===== config.mk =====
export PLATFORM = sky130hd
export DESIGN_NAME = frac_baud_gen
export DESIGN_NICKNAME = d
export VERILOG_FILES = /design/src/rtl/frac_baud_pkg.sv /design/src/rtl/frac_baud_cfg.sv /design/src/rtl/frac_baud_acc.sv /design/src/rtl/frac_baud_ctrl.sv /design/src/rtl/frac_baud_gen.sv
export SDC_FILE = /design/constraint.sdc
export NUM_CORES = 1
export LEC_CHECK = 0
export BUFFER_PORTS_ARGS = -buffer_cell sky130_fd_sc_hd__buf_4
export CORE_MARGIN = 2
export CORE_UTILIZATION = 40
export DETAILED_ROUTE_END_ITERATION = 16
export GPL_ROUTABILITY_DRIVEN = 1
export REMOVE_ABC_BUFFERS = 1
export SYNTH_ARGS = -nofsm -noshare
export SYNTH_HDL_FRONTEND = slang
export SYNTH_SLANG_ARGS = --single-unit

===== constraint.sdc =====
create_clock -name clk -period 6.4 [get_ports clk]
set_clock_uncertainty 0.15 [all_clocks]
set_input_delay 0.64 -clock clk [delete_from_list [all_inputs] [get_ports clk]]
set_output_delay 0.64 -clock clk [all_outputs]
set_load 0.02 [all_outputs]

===== src/rtl/frac_baud_pkg.sv =====
package frac_baud_pkg;

    typedef enum logic [1:0] {
        ST_IDLE    = 2'd0,
        ST_BASE    = 2'd1,
        ST_STRETCH = 2'd2
    } fb_state_e;

    function automatic logic fb_setting_ok(
        input logic [15:0] dvsr,
        input logic        hi_zero,
        input logic [15:0] lo_val,
        input logic [7:0]  add_v,
        input logic [7:0]  mul_v,
        input logic [7:0]  mul_max
    );
        logic ok;
        ok = 1'b1;
        if (dvsr == 16'd0)                                   ok = 1'b0;
        if (mul_v == 8'd0 || mul_v > mul_max)                ok = 1'b0;
        if (add_v > (mul_max - 8'd1))                        ok = 1'b0;
        if (add_v >= mul_v)                                  ok = 1'b0;
        if (add_v != 8'd0 && hi_zero && lo_val < 16'd2)      ok = 1'b0;
        return ok;
    endfunction

endpackage


===== src/rtl/frac_baud_cfg.sv =====
module frac_baud_cfg #(
    parameter int BYTE_W = 8,
    parameter int FRAC_W = 4,
    localparam int DIV_W = 2 * BYTE_W
) (
    input  logic              clk,
    input  logic              rst_n,
    input  logic [BYTE_W-1:0] div_hi,
    input  logic [BYTE_W-1:0] div_lo,
    input  logic [FRAC_W-1:0] frac_add,
    input  logic [FRAC_W-1:0] frac_mul,
    output logic [DIV_W-1:0]  dvsr,
    output logic              legal,
    output logic              chg,
    output logic              err_q
);
    import frac_baud_pkg::*;

    localparam int CFG_W = DIV_W + 2 * FRAC_W;
    localparam logic [7:0] MUL_MAX = 8'((1 << FRAC_W) - 1);

    logic [CFG_W-1:0] cfg_now;
    logic [CFG_W-1:0] cfg_prev;

    assign dvsr    = {div_hi, div_lo};
    assign cfg_now = {div_hi, div_lo, frac_add, frac_mul};
    assign legal   = fb_setting_ok(16'(dvsr), (div_hi == '0), 16'(div_lo),
                                   8'(frac_add), 8'(frac_mul), MUL_MAX);
    assign chg     = (cfg_now != cfg_prev);

    always_ff @(posedge clk or negedge rst_n) begin
        if (!rst_n) begin
            cfg_prev <= '0;
            err_q    <= 1'b0;
        end else begin
            cfg_prev <= cfg_now;
            err_q    <= ~legal;
        end
    end

    // flag follows legality of the previous cycle's setting
    p_err_tracks_r2: assert property (@(posedge clk) disable iff (!rst_n)
        (frac_mul == '0) |=> err_q);

endmodule


===== src/rtl/frac_baud_acc.sv =====
module frac_baud_acc #(
    parameter int FRAC_W = 4
) (
    input  logic              clk,
    input  logic              rst_n,
    input  logic              clr,
    input  logic              step,
    input  logic [FRAC_W-1:0] frac_add,
    input  logic [FRAC_W-1:0] frac_mul,
    output logic              stretch_req,
    output logic [FRAC_W-1:0] acc_val
);
    logic [FRAC_W:0] sum;

    assign sum         = {1'b0, acc_val} + {1'b0, frac_add};
    assign stretch_req = (sum >= {1'b0, frac_mul});

    always_ff @(posedge clk or negedge rst_n) begin
        if (!rst_n) begin
            acc_val <= '0;
        end else if (clr) begin
            acc_val <= '0;
        end else if (step) begin
            if (stretch_req) acc_val <= FRAC_W'(sum - {1'b0, frac_mul});
            else             acc_val <= sum[FRAC_W-1:0];
        end
    end

    // a clear leaves the accumulator empty
    p_clear_empties_r9: assert property (@(posedge clk) disable iff (!rst_n)
        clr |=> (acc_val == '0));

endmodule


===== src/rtl/frac_baud_ctrl.sv =====
module frac_baud_ctrl #(
    parameter int DIV_W = 16
) (
    input  logic             clk,
    input  logic             rst_n,
    input  logic             go,
    input  logic [DIV_W-1:0] dvsr,
    input  logic             stretch_req,
    output logic             step,
    output logic             busy,
    output logic             tick_q
);
    import frac_baud_pkg::*;

    fb_state_e        state_q, state_d;
    logic [DIV_W-1:0] cnt_q;
    logic             period_end;
    logic             fire;

    assign period_end = go && (cnt_q == '0);
    assign busy       = (state_q != ST_IDLE);
    assign step       = period_end && (state_q == ST_BASE);

    always_comb begin
        state_d = state_q;
        if (!go) begin
            state_d = ST_IDLE;
        end else begin
            unique case (state_q)
                ST_IDLE:    state_d = ST_BASE;
                ST_BASE:    if (period_end && stretch_req) state_d = ST_STRETCH;
                ST_STRETCH: if (period_end) state_d = ST_BASE;
                default:    state_d = ST_IDLE;
            endcase
        end
    end

    always_ff @(posedge clk or negedge rst_n) begin
        if (!rst_n) state_q <= ST_IDLE;
        else        state_q <= state_d;
    end

    always_comb begin
        fire = 1'b0;
        unique case (state_q)
            ST_IDLE:    fire = 1'b0;
            ST_BASE:    fire = period_end && !stretch_req;
            ST_STRETCH: fire = period_end;
            default:    fire = 1'b0;
        endcase
    end

    always_ff @(posedge clk or negedge rst_n) begin
        if (!rst_n) begin
            cnt_q  <= '0;
            tick_q <= 1'b0;
        end else begin
            tick_q <= fire;
            if (!go || state_q == ST_IDLE || cnt_q == '0) cnt_q <= dvsr - 1'b1;
            else                                           cnt_q <= cnt_q - 1'b1;
        end
    end

    // the end of an inserted period always produces the tick
    p_stretch_ends_tick_r5: assert property (@(posedge clk) disable iff (!rst_n)
        (state_q == ST_STRETCH && period_end) |=> tick_q);

    // counter never exceeds the divisor while the setting is steady
    p_cnt_bound_r4: assert property (@(posedge clk) disable iff (!rst_n)
        (busy && go) |-> (cnt_q < dvsr));

endmodule


===== src/rtl/frac_baud_gen.sv =====
module frac_baud_gen #(
    parameter int BYTE_W = 8,
    parameter int FRAC_W = 4
) (
    input  logic              clk,
    input  logic              rst_n,
    input  logic              en,
    input  logic [BYTE_W-1:0] div_hi,
    input  logic [BYTE_W-1:0] div_lo,
    input  logic [FRAC_W-1:0] frac_add,
    input  logic [FRAC_W-1:0] frac_mul,
    output logic              tick_16x,
    output logic              cfg_err
);
    localparam int DIV_W = 2 * BYTE_W;

    logic [DIV_W-1:0]  dvsr;
    logic              legal, chg, go;
    logic              step, busy, stretch_req;
    logic [FRAC_W-1:0] acc_val;

    frac_baud_cfg #(.BYTE_W(BYTE_W), .FRAC_W(FRAC_W)) u_cfg (
        .clk(clk), .rst_n(rst_n), .div_hi(div_hi), .div_lo(div_lo),
        .frac_add(frac_add), .frac_mul(frac_mul),
        .dvsr(dvsr), .legal(legal), .chg(chg), .err_q(cfg_err)
    );

    assign go = en && legal && !chg;

    frac_baud_acc #(.FRAC_W(FRAC_W)) u_acc (
        .clk(clk), .rst_n(rst_n), .clr(!busy), .step(step),
        .frac_add(frac_add), .frac_mul(frac_mul),
        .stretch_req(stretch_req), .acc_val(acc_val)
    );

    frac_baud_ctrl #(.DIV_W(DIV_W)) u_ctrl (
        .clk(clk), .rst_n(rst_n), .go(go), .dvsr(dvsr),
        .stretch_req(stretch_req), .step(step), .busy(busy), .tick_q(tick_16x)
    );

    // an illegal setting never coexists with a tick
    p_no_tick_on_err_r3: assert property (@(posedge clk) disable iff (!rst_n)
        cfg_err |-> !tick_16x);

    // disabling stops ticks at the next cycle
    p_off_no_tick_r3: assert property (@(posedge clk) disable iff (!rst_n)
        !en |=> !tick_16x);

    // a tick lasts one cycle when the divisor is two or more
    p_single_pulse_r7: assert property (@(posedge clk) disable iff (!rst_n)
        (tick_16x && dvsr >= 2) |=> !tick_16x);

    // accumulator stays below the multiplier while running steadily
    p_acc_bound_r5: assert property (@(posedge clk) disable iff (!rst_n)
        (busy && go) |-> (acc_val < frac_mul));

endmodule


# After elaboration in Yosys (flattened, before gate mapping)
# Cells that the tools add are included.
[word_totals]
ff_bits = 48
input_bits = 27
out_inout_bits = 2
wordCells = 56
[op_classes]
addsub = 4
magnitude_cmp = 4
n_eq_ne = 6
mux = 14
bitwise = 1
n_reduce_logical = 21
[op_table]
columns = ["operator", "n"]
rows = [
  ["$logic_not 16->1", 2],
  ["$sub 16x1->16 const B", 2],
  ["$ne 24x24->1", 1],
  ["$mux 16", 1],
  ["$mux 4", 3],
  ["$logic_and 1x1->1", 8],
  ["$logic_not 8->1", 1],
  ["$lt 8x2->1 const B", 1],
  ["$mux 2", 3],
  ["$ne 3x3->1 const B", 2],
  ["$pmux 2 s3", 1],
  ["$add 4x4->5", 1],
  ["$ge 5x4->1", 1],
  ["$mux 1", 5],
  ["$ge 4x4->1", 1],
  ["$gt 4x4->1 const B", 1],
  ["$logic_not 4->1", 1],
  ["$reduce_bool 4->1", 1],
  ["$sub 4x4->4", 1],
  ["$logic_not 1->1", 3],
  ["$eq 2x1->1 const B", 1],
  ["$eq 2x2->1 const B", 1],
  ["$logic_not 2->1", 1],
  ["$logic_or 1x1->1", 2],
  ["other kinds (5)", 5],
]

# Longest topological paths before layout
[logic_depth]
ltp_word = 13
depth_mapped = 16
depth_no_buf = 14

# Modules after synthesis
# Synthesis repeated with hierarchy kept, for this count alone.
[unflattened]
hier_cells = 296
area_unflattened_um2 = 3055.4
[by_module_without_submodules]
columns = ["mod", "n_inst", "cells_each", "area_each_um2", "seq_area_each_um2"]
rows = [
  ["frac_baud_ctrl", 1, 148, 1392.6, 475.5],
  ["frac_baud_cfg", 1, 98, 1171.1, 625.6],
  ["frac_baud_acc", 1, 48, 479.2, 100.1],
  ["frac_baud_gen", 1, 2, 12.5, 0.0],
]

# Worst setup path before layout
# No wires, ideal clock.
[synth_path]
kind = "in2reg"
startpoint = "input port div_hi[1]"
endpoint = "register u_ctrl.cnt_q[14]"
setup_ns = 0.129
arrival_ns = 3.512
required_time_ns = 6.121
slack_ns = 2.609
stages = 14
n_path_buf = 2
cell_sequence = "or4_1 nor4_1 and4_1 nor2_1 nand3_1 buf_6 buf_4 mux2i_1 ha_1 o21ai_0 a21oi_1 and2_1 nand3_1 xor2_1"
[synth_between]
elab_chain_len = 12
elab_cells_between_ends = 18
classes_between = "1 x add/sub; 1 x eq/ne; 6 x mux; 10 x reduce/logical"
[synth_rtl]
columns = ["item", "line_no", "rtl"]
rows = [
  ["start: declaration", "frac_baud_gen.sv:8", "input logic [BYTE_W-1:0] div_hi,"],
  ["$logic_not 16->1", "frac_baud_pkg.sv:19", "if (dvsr == 16'd0) ok = 1'b0;"],
  ["$mux 1", "frac_baud_pkg.sv:19", ""],
  ["$mux 1", "frac_baud_pkg.sv:20", "if (mul_v == 8'd0 || mul_v > mul_max) ok = 1'b0;"],
  ["$mux 1", "frac_baud_pkg.sv:21", "if (add_v > (mul_max - 8'd1)) ok = 1'b0;"],
  ["$mux 1", "frac_baud_pkg.sv:22", "if (add_v >= mul_v) ok = 1'b0;"],
  ["$mux 1", "frac_baud_pkg.sv:23", "if (add_v != 8'd0 && hi_zero && lo_val < 16'd2) ok = 1'b0;"],
  ["$logic_and 1x1->1 (2 in a row)", "frac_baud_gen.sv:28", "assign go = en && legal && !chg;"],
  ["$logic_not 1->1", "--", ""],
  ["$logic_or 1x1->1 (2 in a row)", "frac_baud_ctrl.sv:59", "if (!go || state_q == ST_IDLE || cnt_q == '0) cnt_q <= dvsr - 1'b1;"],
  ["$mux 16 (*)", "frac_baud_ctrl.sv:59", ""],
  ["end signal: assignment", "frac_baud_ctrl.sv:59", ""],
  ["end signal: assignment", "frac_baud_ctrl.sv:60", "else cnt_q <= cnt_q - 1'b1;"],
  ["end: declaration", "frac_baud_ctrl.sv:16", "logic [DIV_W-1:0] cnt_q;"],
]
# Every way passes the cells marked *; elsewhere a longest branch is shown, timed or not.
# A chain may end at the register's enable or synchronous reset.

# Final worst setup path
# Ends and elaborated chain as after synthesis.

==> reports/qor.yml <==
final_layout:
  num-fill-cells: 685
  num_antenna_cells: 0
  final_cell_mix: "48 x dfrtp_1, 29 x buf_4, 26 x xnor2_1"
  fin_nets: 349
  drive_gt1_share_pct: 15.8
  area_growth_pct: 14.1
  final_common_cell: "dfrtp_1"
  regArea_sq_um: 1200
  multiInputGateArea_sq_um: 1610
  final_cell_count_no_fill: 400
power:
  switching_share_pct: 28.9
  pwr-share-seq_pct: 52.5
  p_clk_share_pct: 31.2
  p_switching_w: 0.000180
  powerDensity_nw_per_um2: 189
  p_leak_nw: 1.50
  totalPowerFinal_w: 0.000623
  intPower_w: 0.000443
  irDropWorstVdd_mv: 0.108
  combPwrFrac_pct: 16.2
synth:
  syn_area_per_cell_sq_um: 10.7
  syn-cell-area_sq_um: 2890
  synth_edf_count: 0
  yosys.cell_types.count: 45
  async_flop_share_pct: 100
  ys.flop_type: "dfrtp_1"
  yosysSeqAreaShare_pct: 41.6
  ys_ff_latch: 48
  yosysWarnings: 0
  syn_inst: 271
sta:
  clock.fmax_ghz: 0.254
  setup_violations: 0
  worst_hold_slack_ns: 0.181
  slew_violations: 0
  hold_viol_final: 0
  layout_min_cycle_time_ns: 3.94
  fin_crit_sh_pct: 61.6
  tightest_slew_ns: 0.632
  max_slew_margin_pct: 56.6
  rsz0062_at_grt: "false"
  setup_tns_ns: 0
cts:
  cts_setup_buffers: 0
  clk_pin_slew_worst_paths_ns: 0.10
  cts_buffers: 5
  holdBufCountCts: 0
  cts.sinks: 48
  worstSkewPairLatency_ns: 0.31
  cts_root_buf: "clkbuf_8"
  cts.htree.levels: 2
  cts_resized: 0
  cts_tree: "built"
  clock_path_buffers: 2
run:
  maxCapViolCount: 0
place:
  place_inst: 392
  globalplace.congestion: 0.762
  hpwl_um: 4800
  numPortBuffers: 28
global_route:
  antenna_found_initial: 0
  grt_start_max_net_pins: 49
  gr-total-overflow: 0
  grt_usage_pct: 17.3
  grt_pass1_wl_um: 10400
  grt_pass1_vias: 2075
routing:
  ant_nets: 0
  drtIter0Drc: 72
  post_drt_wl_per_cell_um: 15.5
  vias: 2089
  first_pass_iters: 4
  routed_wl_um: 6210
  remaining_drc_errors: 0
  vias_per_cell: 5.22
floorplan:
  dieWidth_um: 89.0
  std_cell_rows: 30
  die_h_um: 89.0
  die-area_sq_um: 7910
  initial_utilization_pct: 41.8
  coreArea_sq_um: 6910
  ios: 29
setup_path:
  crit_top_cell: "nand3_1"
  critPathKind: "input port to flop"
  crit_slowest_cell: "or4_1"
  max_stage_delay_ns: 0.56
  setup.worst_path.end_class: "flop"
  reg2regPathDepth: 12
  arrival_ns: 3.98
  crit_path_cell_trace: "buf_4 > or4_1 > nor4_1 > and4_1 > nor2_1 > nand3_1 > mux2i_1 > ha_1 > o21ai_0 > a21oi_1 > and2_1 > nand3_1 > xor2_1"
  worst_ep_required_time_ns: 6.44
  crit_fanout: 13
  worstSetupStartpointType: "input port"
run_status:
  status: "finished, final reports clean"
worst_hold_path:
  hold_path_class: "input port to async pin"
[power by group through the flow]
stage / logic [W] / clock network [W] / registers (W)
final: 0.000101 / 0.000195 / 0.000327
after global routing: 0.000114 / 0.000217 / 0.000329
after CTS: 0.000103 / 0.000203 / 0.000327
after detailed placement: 0.000102 / 0 / 0.000333
after global placement: 0.000101 / 0 / 0.000333
after floorplan: 0.0000551 / 0 / 0.000333
[flip-flops by register name, indices dropped and copies added, names as in the netlist]
register and count:
u_cfg.cfg_prev 24, u_ctrl.state_q 2, u_cfg.err_q 1, u_acc.acc_val 4
u_ctrl.cnt_q 16, u_ctrl.tick_q 1
[critical path: cells and delay by family]
kind,cells,cell delay (ns)
AO/OA/AOI/OAI,2,0.61
XOR/XNOR,1,0.14
adder cells (fa/ha/maj),1,0.23
buffers and inverters,1,0.13
multiplexers,1,0.31
AND/OR/NAND/NOR,7,1.90
[layout make-up]
type,instances,share of cell area (%)
Timing Repair Buffer,29,6.61
Tap cell,96,3.65
Clock inverter,3,0.798
Inverter,12,1.37
Sequential cell,48,36.5
Multi-Input combinational cell,207,49.0
Clock buffer,5,2.09
[metal layers]
metal | GRT usage [%] | up-vias | share of wire (%)
li1 | - | 1033 | -
met1 | 24.5 | 1020 | 50
met2 | 27.5 | 30 | 46
met3 | 2.86 | 6 | 3.3
met4 | 5.29 | 0 | 1.2
met5 | 0 | - | 0
[per-stage QoR]
step / setup slack, ns / instance area (sq um) / util (%)
6_report: 2.46 / 3290 / 47.7
5_1_grt: 2.20 / 3290 / 47.7
4_1_cts: 2.46 / 3290 / 47.7
3_5_place_dp: 2.12 / 3200 / 46.3
3_3_place_gp: 2.20 / 3200 / 46.3
2_1_floorplan: 2.40 / 2860 / -
[worst paths after layout]
path	slack, ns	start	to
worst max-delay path	2.46	div_hi[1]	u_ctrl.cnt_q[14]
worst min-delay path	0.18	rst_n	u_ctrl.cnt_q[12]
worst max register to register	2.51	u_ctrl.cnt_q[11]	u_ctrl.cnt_q[14]
worst min register to register	0.34	u_ctrl.cnt_q[0]	u_ctrl.cnt_q[0]
max in group asynchronous	5.49	rst_n	u_cfg.cfg_prev[9]
min in group clk	0.31	frac_mul[1]	u_cfg.cfg_prev[1]
[logic make-up after synthesis]
| kind of cell | count (synthesis) | synth area share, % |
|---|---|---|
| compound gates | 30 | 7.50 |
| xor+xnor | 46 | 14.0 |
| fa+ha+maj | 19 | 8.76 |
| buf+inv | 16 | 2.47 |
| flops | 48 | 41.6 |
| mux | 22 | 7.76 |
| simple gates | 90 | 17.9 |
[synth_stat cells, types with 3 or more instances]
library cell / number / area [sq um]
nor4_1: 4 / 25.0
o21ai_0: 3 / 15.0
a21o_1: 5 / 37.5
or4_1: 7 / 52.6
a211oi_1: 3 / 22.5
mux2i_1: 19 / 190
nand2_1: 14 / 52.6
ha_1: 17 / 213
nand4_1: 7 / 43.8
nor3_1: 10 / 50.1
nand3_1: 5 / 25.0
xnor2_1: 26 / 228
a21oi_1: 11 / 55.1
xor2_1: 20 / 175
mux2_2: 3 / 33.8
nor2_1: 19 / 71.3
inv_1: 12 / 45.0
nor2b_1: 4 / 25.0
dfrtp_1: 48 / 1200
(Power assumes the default switching activity.)
